File: src/rtl/acc_pkg.sv
package acc_pkg;
  localparam int OPC_W = 4;

  localparam logic [OPC_W-1:0] OPC_LOAD  = 4'h1;
  localparam logic [OPC_W-1:0] OPC_STORE = 4'h2;
  localparam logic [OPC_W-1:0] OPC_ADD   = 4'h3;
  localparam logic [OPC_W-1:0] OPC_SUB   = 4'h4;
  localparam logic [OPC_W-1:0] OPC_MUL   = 4'h5;
  localparam logic [OPC_W-1:0] OPC_HALT  = 4'hF;

  typedef enum logic [2:0] {
    ST_FETCH  = 3'd0,
    ST_DECODE = 3'd1,
    ST_EXEC   = 3'd2,
    ST_WB     = 3'd3,
    ST_HALT   = 3'd4
  } core_state_e;
endpackage

File: src/rtl/acc_ctrl.sv
module acc_ctrl
  import acc_pkg::*;
(
  input  logic             clk,
  input  logic             rst_n,
  input  logic [OPC_W-1:0] dec_op_i,
  output core_state_e      state_o
);
  core_state_e state_q, state_d;

  always_comb begin
    state_d = state_q;
    unique case (state_q)
      ST_FETCH:  state_d = ST_DECODE;
      ST_DECODE: state_d = (dec_op_i == OPC_HALT) ? ST_HALT : ST_EXEC;
      ST_EXEC:   state_d = ST_WB;
      ST_WB:     state_d = ST_FETCH;
      ST_HALT:   state_d = ST_HALT;
      default:   state_d = ST_HALT;
    endcase
  end

  always_ff @(posedge clk or negedge rst_n) begin
    if (!rst_n) state_q <= ST_FETCH;
    else        state_q <= state_d;
  end

  assign state_o = state_q;

  AST_FETCH_TO_DECODE: assert property (@(posedge clk) disable iff (!rst_n)
    state_q == ST_FETCH |=> state_q == ST_DECODE);
  AST_HALT_STICKY: assert property (@(posedge clk) disable iff (!rst_n)
    state_q == ST_HALT |=> state_q == ST_HALT);
endmodule

File: src/rtl/acc_alu.sv
module acc_alu
  import acc_pkg::*;
#(
  parameter int DATA_W = 32
) (
  input  logic [OPC_W-1:0]  op_i,
  input  logic [DATA_W-1:0] acc_i,
  input  logic [DATA_W-1:0] opnd_i,
  output logic [DATA_W-1:0] res_o,
  output logic              wr_acc_o
);
  always_comb begin
    res_o    = acc_i;
    wr_acc_o = 1'b0;
    case (op_i)
      OPC_LOAD: begin res_o = opnd_i;          wr_acc_o = 1'b1; end
      OPC_ADD:  begin res_o = acc_i + opnd_i;  wr_acc_o = 1'b1; end
      OPC_SUB:  begin res_o = acc_i - opnd_i;  wr_acc_o = 1'b1; end
      OPC_MUL:  begin res_o = acc_i * opnd_i;  wr_acc_o = 1'b1; end
      default:  begin res_o = acc_i;           wr_acc_o = 1'b0; end
    endcase
  end
endmodule

File: src/rtl/acc_datapath.sv
module acc_datapath
  import acc_pkg::*;
#(
  parameter int DATA_W = 32,
  parameter int ADDR_W = 28
) (
  input  logic              clk,
  input  logic              rst_n,
  input  core_state_e       state_i,
  input  logic [DATA_W-1:0] mem_rdata_i,
  input  logic [DATA_W-1:0] alu_res_i,
  input  logic              alu_wr_i,
  output logic [ADDR_W-1:0] pc_o,
  output logic [OPC_W-1:0]  ir_op_o,
  output logic [ADDR_W-1:0] ir_addr_o,
  output logic [DATA_W-1:0] acc_o
);
  logic [ADDR_W-1:0] pc_q;
  logic [DATA_W-1:0] ir_q;
  logic [DATA_W-1:0] acc_q;

  always_ff @(posedge clk or negedge rst_n) begin
    if (!rst_n) begin
      pc_q  <= '0;
      ir_q  <= '0;
      acc_q <= '0;
    end else begin
      if (state_i == ST_DECODE) ir_q <= mem_rdata_i;
      if (state_i == ST_WB) begin
        pc_q <= pc_q + 1'b1;
        if (alu_wr_i) acc_q <= alu_res_i;
      end
    end
  end

  assign pc_o      = pc_q;
  assign ir_op_o   = ir_q[DATA_W-1 -: OPC_W];
  assign ir_addr_o = ir_q[ADDR_W-1:0];
  assign acc_o     = acc_q;

  AST_PC_STEP: assert property (@(posedge clk) disable iff (!rst_n)
    state_i == ST_WB |=> pc_q == ADDR_W'($past(pc_q) + 1'b1));
  AST_ACC_HOLD: assert property (@(posedge clk) disable iff (!rst_n)
    state_i != ST_WB |=> $stable(acc_q));
endmodule

File: src/rtl/acc_core.sv
module acc_core
  import acc_pkg::*;
#(
  parameter int DATA_W = 32,
  parameter int ADDR_W = 28
) (
  input  logic              clk,
  input  logic              rst_n,
  output logic [ADDR_W-1:0] mem_addr,
  output logic              mem_we,
  output logic [DATA_W-1:0] mem_wdata,
  input  logic [DATA_W-1:0] mem_rdata,
  output logic              halted
);
  localparam int FIELD_W = DATA_W - OPC_W;

  core_state_e       state;
  logic [ADDR_W-1:0] pc;
  logic [OPC_W-1:0]  ir_op;
  logic [ADDR_W-1:0] ir_addr;
  logic [DATA_W-1:0] acc;
  logic [DATA_W-1:0] alu_res;
  logic              alu_wr;

  acc_ctrl u_ctrl (
    .clk      (clk),
    .rst_n    (rst_n),
    .dec_op_i (mem_rdata[DATA_W-1 -: OPC_W]),
    .state_o  (state)
  );

  acc_datapath #(.DATA_W(DATA_W), .ADDR_W(ADDR_W)) u_dp (
    .clk         (clk),
    .rst_n       (rst_n),
    .state_i     (state),
    .mem_rdata_i (mem_rdata),
    .alu_res_i   (alu_res),
    .alu_wr_i    (alu_wr),
    .pc_o        (pc),
    .ir_op_o     (ir_op),
    .ir_addr_o   (ir_addr),
    .acc_o       (acc)
  );

  acc_alu #(.DATA_W(DATA_W)) u_alu (
    .op_i     (ir_op),
    .acc_i    (acc),
    .opnd_i   (mem_rdata),
    .res_o    (alu_res),
    .wr_acc_o (alu_wr)
  );

  always_comb begin
    mem_addr = pc;
    if (state == ST_EXEC || state == ST_WB) mem_addr = ir_addr;
  end

  assign mem_we    = (state == ST_EXEC) && (ir_op == OPC_STORE);
  assign mem_wdata = acc;
  assign halted    = (state == ST_HALT);

  initial begin
    AST_ADDR_FITS: assert (ADDR_W <= FIELD_W);
  end

  AST_NO_WRITE_HALTED: assert property (@(posedge clk) disable iff (!rst_n)
    halted |-> !mem_we);
  AST_WE_SINGLE: assert property (@(posedge clk) disable iff (!rst_n)
    mem_we |=> !mem_we);
  AST_HALT_HOLDS: assert property (@(posedge clk) disable iff (!rst_n)
    halted |=> halted && $stable(mem_addr));
endmodule

File: config.mk
export PLATFORM = sky130hd
export DESIGN_NAME = acc_core
export DESIGN_NICKNAME = d
export VERILOG_FILES = /design/src/rtl/acc_pkg.sv /design/src/rtl/acc_ctrl.sv /design/src/rtl/acc_alu.sv /design/src/rtl/acc_datapath.sv /design/src/rtl/acc_core.sv
export SDC_FILE = /design/constraint.sdc
export NUM_CORES = 1
export LEC_CHECK = 0
export ABC_AREA = 0
export CAP_MARGIN = 20
export CORE_UTILIZATION = 55
export DETAILED_ROUTE_END_ITERATION = 16
export PLACE_DENSITY = 0.83
export SYNTH_ARGS = -nofsm -noshare
export SYNTH_HDL_FRONTEND = slang
export SYNTH_SLANG_ARGS = --single-unit
File: constraint.sdc
create_clock -name clk -period 13.4 [get_ports clk]
set_input_delay 3.35 -clock clk [delete_from_list [all_inputs] [get_ports clk]]
set_output_delay 3.35 -clock clk [all_outputs]
set_load 0.02 [all_outputs]
### Word-level counts from Yosys, hierarchy flattened

Cells that the tools add are included.

| storage, ports and cells | value |
|---|---|
| ROM bits | 0 |
| register bits after elaboration | 95 |
| logic and storage cells | 29 |
| bits in writable memories | 0 |
| latch bits | 0 |
| output and inout bits | 62 |
| bits of input ports | 34 |
| memories | 0 |

| operators by class | value |
|---|---|
| equality and inequality tests | 10 |
| multipliers | 1 |
| muxes and demuxes | 5 |
| bitwise gates (word level) | 0 |
| magnitude comparators | 0 |
| reductions and logical operators | 6 |
| divide/modulo/power cells | 0 |
| add/sub/neg operators | 3 |
| shift-type cells | 0 |

Operators with widths:

| operator | count |
|---|---|
| $pmux 32 s4 | 1 |
| $add 32x32->32 | 1 |
| $mul 32x32->32 | 1 |
| $sub 32x32->32 | 1 |
| $add 28x1->28 const B | 1 |
| $mux 28 | 1 |
| $pmux 3 s4 | 1 |
| $eq 4x2->1 const B | 2 |
| $eq 4x3->1 const B | 2 |
| $eq 3x2->1 const B | 2 |
| $eq 4x1->1 const B | 1 |
| $eq 4x4->1 const B | 1 |
| $reduce_bool 4->1 | 1 |
| $reduce_or 4->1 | 1 |
| $eq 3x1->1 const B | 1 |
| $eq 3x3->1 const B | 1 |
| $logic_not 3->1 | 1 |
| $mux 3 | 1 |
| $reduce_and 3->1 | 1 |
| $logic_and 1x1->1 | 1 |
| $logic_or 1x1->1 | 1 |
| $mux 1 | 1 |

### Longest topological paths before layout

| logic depth | value |
|---|---|
| depth in word-level cells | 4 |
| gate-level depth with buffers | 26 |
| depth with buffers taken out | 25 |

### By module

From an unflattened synthesis, not the netlist that was laid out.

| second synthesis, totals | value |
|---|---|
| cell total of the unflattened synthesis | 2499 |
| area, all modules | 23028.3 um^2 |

By module, submodules not included:

| module | area each (um^2) | times used | cells an instance |
|---|---|---|---|
| acc_alu | 18830.6 | 1 | 2208 |
| acc_datapath | 3658.5 | 1 | 246 |
| acc_core | 412.9 | 1 | 35 |
| acc_ctrl | 126.4 | 1 | 10 |

### Worst setup path after synthesis

Ideal clock, no wire load.

| timing path | value |
|---|---|
| path type | input port to flip-flop |
| start | in mem_rdata[8] |
| end | reg u_dp.acc_q[27], in the netlist u_dp.acc_o[27] |
| setup slack | 3537 ps |
| arrival time | 9740 ps |
| data required time | 13277 ps |
| buffers on the path | 2 |
| stages | 24 |
| cell sequence | clkbuf_1 -> clkbuf_1 -> nand2_1 -> fa_1 -> inv_1 -> fa_1 -> fa_1 -> inv_1 -> fa_1 -> inv_1 -> fa_1 -> inv_1 -> fa_1 -> inv_1 -> fa_1 -> fa_1 -> ha_1 -> a2111oi_0 -> o211ai_1 -> o211ai_1 -> a21boi_0 -> or3_1 -> nand3_1 -> a21oi_1 |

| on the way | value |
|---|---|
| word-level cells in the longest chain between the ends | 2 |

RTL lines:

| item | RTL line | text |
|---|---|---|
| start, declared | acc_core.sv:12 | `input logic [DATA_W-1:0] mem_rdata,` |
| $mul 32x32->32 (tied with other cells) | acc_alu.sv:19 | `OPC_MUL: begin res_o = acc_i * opnd_i; wr_acc_o = 1'b1; end` |
| $pmux 32 s4 (*) | acc_alu.sv:15 | `case (op_i)` |
| end signal, assigned | acc_datapath.sv:31 | `if (alu_wr_i) acc_q <= alu_res_i;` |
| end, declared | acc_datapath.sv:20 | `logic [DATA_W-1:0] acc_q;` |

Mark *: on every way between the ends. The rest lies on a longest branch, timed or not.
A chain may end at the register's enable or synchronous reset.

### Worst setup path after layout

| timing path | value |
|---|---|
| start | in mem_rdata[6] |
| end | reg u_dp.acc_q[29], in the netlist u_dp.acc_o[29] |

The elaborated chain is that of the path after synthesis.

==> run_results.csv <==
group,metric,value,unit
outcome,status,"complete, no violations",
worst_hold_path,hold_path.class,"reg -> reg",
layout,fillCellCount,3322,
floorplan,initial_core_utilization,0.5621,
critical_path,worst-endpoint-arrival,11.03,ns
drt,drt_pass1_iterations,5,
sta,setup_viol_count_final,0,
clock_tree,tritoncts_num_sinks,95,
critical_path,crit_path_end,"u_dp.acc_o[29]",
logic_synthesis,synth_common_cells,"409 x sky130_fd_sc_hd__fa_1, 401 x sky130_fd_sc_hd__inv_1, 308 x sky130_fd_sc_hd__and2_1",
critical_path,crit_fanout,20,
clock_tree,ctsHoldBuffers,0,
sta,max_slew.worst_pin.slew,1.142,ns
floorplan,floorplan.die_area,41800,um^2
drt,vias_per_cell,5.945,
layout,layout.area.seq,2377,um^2
floorplan,core-area,40100,um^2
global_route,first_global_vias,19614,
layout,final_cell_area,24330,um^2
logic_synthesis,post_synth_top_area_share,0.3633,
drt,post_route_ant_nets,0,
global_route,grt-ovfl-total,0,
drt,dr.first_iter.drc_count,1453,
sta,timing.final.crit_period,10.77,ns
sta,fin_worst_skew,0.01164,ns
worst_hold_path,number_of_cells_on_the_worst_hold_path,1,
layout,antennaDiodeCount,0,
logic_synthesis,postSynth.topFlopCell,"sky130_fd_sc_hd__dfrtp_1",
logic_synthesis,synth_warnings,0,
sta,final.setup.tns,0,ns
logic_synthesis,synthTopCellsByArea,"sky130_fd_sc_hd__fa_1 36%, sky130_fd_sc_hd__dfrtp_1 11%, sky130_fd_sc_hd__ha_1 8.7%",
clock_tree,clock_insertion_delay_worst_skew,0.36,ns
logic_synthesis,post-synth-top-count-cell,"sky130_fd_sc_hd__fa_1",
global_route,antenna_violations_before_repair,0,
logic_synthesis,synth_seq_area_share,0.1055,
critical_path,worst_setup_path_end_kind,"register",
critical_path,r2r_slack,5.85,ns
critical_path,worst_ep_required_time,13.66,ns
layout,nNetsFinal,3128,
global_route,grt_max_degree,69,
critical_path,type_of_the_worst_setup_path,"in -> reg",
logic_synthesis,avgSynthCellArea,8.980,um^2
logic_synthesis,post_synthesis_sequential_element_count,95,
critical_path,reg2reg_to,"u_dp.acc_o[27]",
floorplan,num_io_pins,96,
clock_tree,cts_setup_buffers,0,
sta,finalHoldViolations,0,
global_route,groute.usage.overall,0.3311,
clock_tree,cts.root.buffer_cell,"sky130_fd_sc_hd__clkbuf_16",
layout,multi_input_area,18140,um^2
drt,drcViolationCount,0,
floorplan,num_rows,73,
clock_tree,htree_levels,3,
layout,share_of_final_layout_standard_cells_stronger_than_drive_strength_1,0.06001,
layout,syn_to_layout_area_delta,7.938,%
logic_synthesis,synth.net_count,3110,
critical_path,timing.critical_path.from,"mem_rdata[6]",
critical_path,cp-start-kind,"input port",
logic_synthesis,synthDominantAreaCellType,"sky130_fd_sc_hd__fa_1",
logic_synthesis,yosys.cell_types.count,67,
logic_synthesis,synth_cells,2510,
sta,final.period_utilization,0.8040,
job,max_cap_viol_count,0,
floorplan,dieWidth,204.4,um
placement,placed_cell_area,24040,um^2
sta,maxClockFrequency,0.09281,GHz
sta,grt_setup_unrepaired,"no",
logic_synthesis,synth-edff-count,0,
critical_path,worst-r2r-cell-count,22,
placement,hpwl,48690,um
clock_tree,clk_pin_slew,0.08,ns
logic_synthesis,synth_async_sr_flop_share,1.000,
drt,num_vias,18179,
drt,drt-wirelength-per-cell,21.50,um
floorplan,chip_height,204.4,um
critical_path,regToRegStartpoint,"u_dp.acc_o[4]",
drt,drt_wl_total,65750,um
layout,layout.core_utilization,0.6068,
clock_tree,tritoncts.num_buffers,9,
logic_synthesis,synth_area,22540,um^2
clock_tree,cts.path.max_buffers,2,
placement,numPortBuffers,95,
sta,final-max-slew-violation-count,0,
global_route,grt_first_pass_wirelength,106100,um
sta,max-slew-margin-rel,0.2390,
clock_tree,count_of_cells_resized_by_post_cts_repair,0,
clock_tree,clock_tree_from_tritoncts,"done",
placement,place_congestion,1.023,
## routing by layer
layer | part of all wire | up-vias | GRT usage
li1 | - | 7806 | -
met1 | 0.39 | 9092 | 0.4447
met2 | 0.45 | 1069 | 0.5194
met3 | 0.11 | 212 | 0.06091
met4 | 0.052 | 0 | 0.1557
met5 | 0 | - | 0
## sequential cells by signal (all words and copies together), names as in the netlist
name and cells:
u_dp.pc_o 28, u_dp.acc_o 32, u_ctrl.state_o 3, u_dp.ir_q 32
## worst min path at each step
stage / from / to / slack, ns
2_1_floorplan: u_dp.pc_o[27] / u_dp.pc_o[27] / 0.44
3_3_place_gp: u_dp.pc_o[27] / u_dp.pc_o[27] / 0.46
3_5_place_dp: u_dp.pc_o[27] / u_dp.pc_o[27] / 0.46
4_1_cts: u_dp.pc_o[27] / u_dp.pc_o[27] / 0.48
5_1_grt: u_dp.pc_o[9] / u_dp.pc_o[9] / 0.52
6_report: u_dp.pc_o[27] / u_dp.pc_o[27] / 0.48
## metrics by stage
stage                     worst slack, ns  cells  hold WS [ns]
after floorplan                     3.537   2510        0.4409
after global placement              2.482   3041        0.4589
after detailed placement            2.321   3042        0.4643
after CTS                           2.685   3058        0.4767
after global routing                2.169   3058        0.5151
final                               2.626   3058        0.4783
## cell families after synthesis
family | Yosys count | synth area share
buffers and inverters | 542 | 0.09070
multiplexers | 62 | 0.03070
adder cells (fa/ha/maj) | 566 | 0.4504
AND/OR/NAND/NOR | 830 | 0.1890
XOR/XNOR | 152 | 0.05967
AO/OA/AOI/OAI | 263 | 0.07411
flip-flops | 95 | 0.1055
## worst max-delay path, stage by stage
cell                              delay [ns]
sky130_fd_sc_hd__clkdlybuf4s50_1        0.87
sky130_fd_sc_hd__and2_1                 0.42
sky130_fd_sc_hd__fa_1                   0.48
sky130_fd_sc_hd__fa_1                   0.51
sky130_fd_sc_hd__fa_1                   0.53
sky130_fd_sc_hd__inv_1                  0.05
sky130_fd_sc_hd__fa_1                   0.47
sky130_fd_sc_hd__inv_1                  0.06
sky130_fd_sc_hd__fa_1                   0.50
sky130_fd_sc_hd__inv_1                  0.05
sky130_fd_sc_hd__fa_1                   0.53
sky130_fd_sc_hd__inv_1                  0.05
sky130_fd_sc_hd__fa_1                   0.51
sky130_fd_sc_hd__fa_1                   0.44
sky130_fd_sc_hd__ha_1                   0.42
sky130_fd_sc_hd__and4_1                 0.27
sky130_fd_sc_hd__nand2_1                0.09
sky130_fd_sc_hd__a211oi_1               0.48
sky130_fd_sc_hd__o211ai_1               0.21
sky130_fd_sc_hd__a21boi_0               0.36
sky130_fd_sc_hd__o21ai_0                0.18
sky130_fd_sc_hd__o22a_1                 0.18
## area by class of cell
cell class	instances	share of cell area
inverter	401	0.06187
clock buffer	9	0.009257
sequential	95	0.09771
timing repair buffer	148	0.05616
multi-input combinational	1873	0.7454
tap	525	0.02700
clock inverter	7	0.002571
## placed cells by master, fill, tap and decap left out, types with 4 or more instances in the layout
cell                              netlist  routed
sky130_fd_sc_hd__nand2_1              295     295
sky130_fd_sc_hd__o21ai_0               70      70
sky130_fd_sc_hd__a21o_1                12      12
sky130_fd_sc_hd__and2_1               308     308
sky130_fd_sc_hd__nand2b_1              18      18
sky130_fd_sc_hd__o31ai_1                7       7
sky130_fd_sc_hd__or3_1                  9       9
sky130_fd_sc_hd__mux2_2                57      57
sky130_fd_sc_hd__nor4_1                 5       5
sky130_fd_sc_hd__a31o_2                 4       4
sky130_fd_sc_hd__nand3b_1               6       6
sky130_fd_sc_hd__nand4_1               11      11
sky130_fd_sc_hd__fa_1                 409     409
sky130_fd_sc_hd__mux2i_1                5       5
sky130_fd_sc_hd__and3_1                 7       7
sky130_fd_sc_hd__a211oi_1               8       8
sky130_fd_sc_hd__inv_1                401     401
sky130_fd_sc_hd__a31oi_1               16      16
sky130_fd_sc_hd__o21a_1                 9       9
sky130_fd_sc_hd__clkdlybuf4s50_1        0      94
sky130_fd_sc_hd__clkbuf_16              0       9
sky130_fd_sc_hd__dfrtp_1               95      95
sky130_fd_sc_hd__nand3_1               28      28
sky130_fd_sc_hd__nor3_1                17      16
sky130_fd_sc_hd__a221oi_1              17      17
sky130_fd_sc_hd__o21bai_1               7       7
sky130_fd_sc_hd__buf_4                  0      53
sky130_fd_sc_hd__xor2_1                37      37
sky130_fd_sc_hd__nor2b_1               11      10
sky130_fd_sc_hd__a21oi_1               74      74
sky130_fd_sc_hd__a22oi_1                4       4
sky130_fd_sc_hd__xnor2_1              114     114
sky130_fd_sc_hd__nor2_1                89      87
sky130_fd_sc_hd__or2_2                  6       6
sky130_fd_sc_hd__ha_1                 157     157
Power is not shown: default switching activity piles up to over one toggle a cycle in this logic, so the estimate is an artifact.
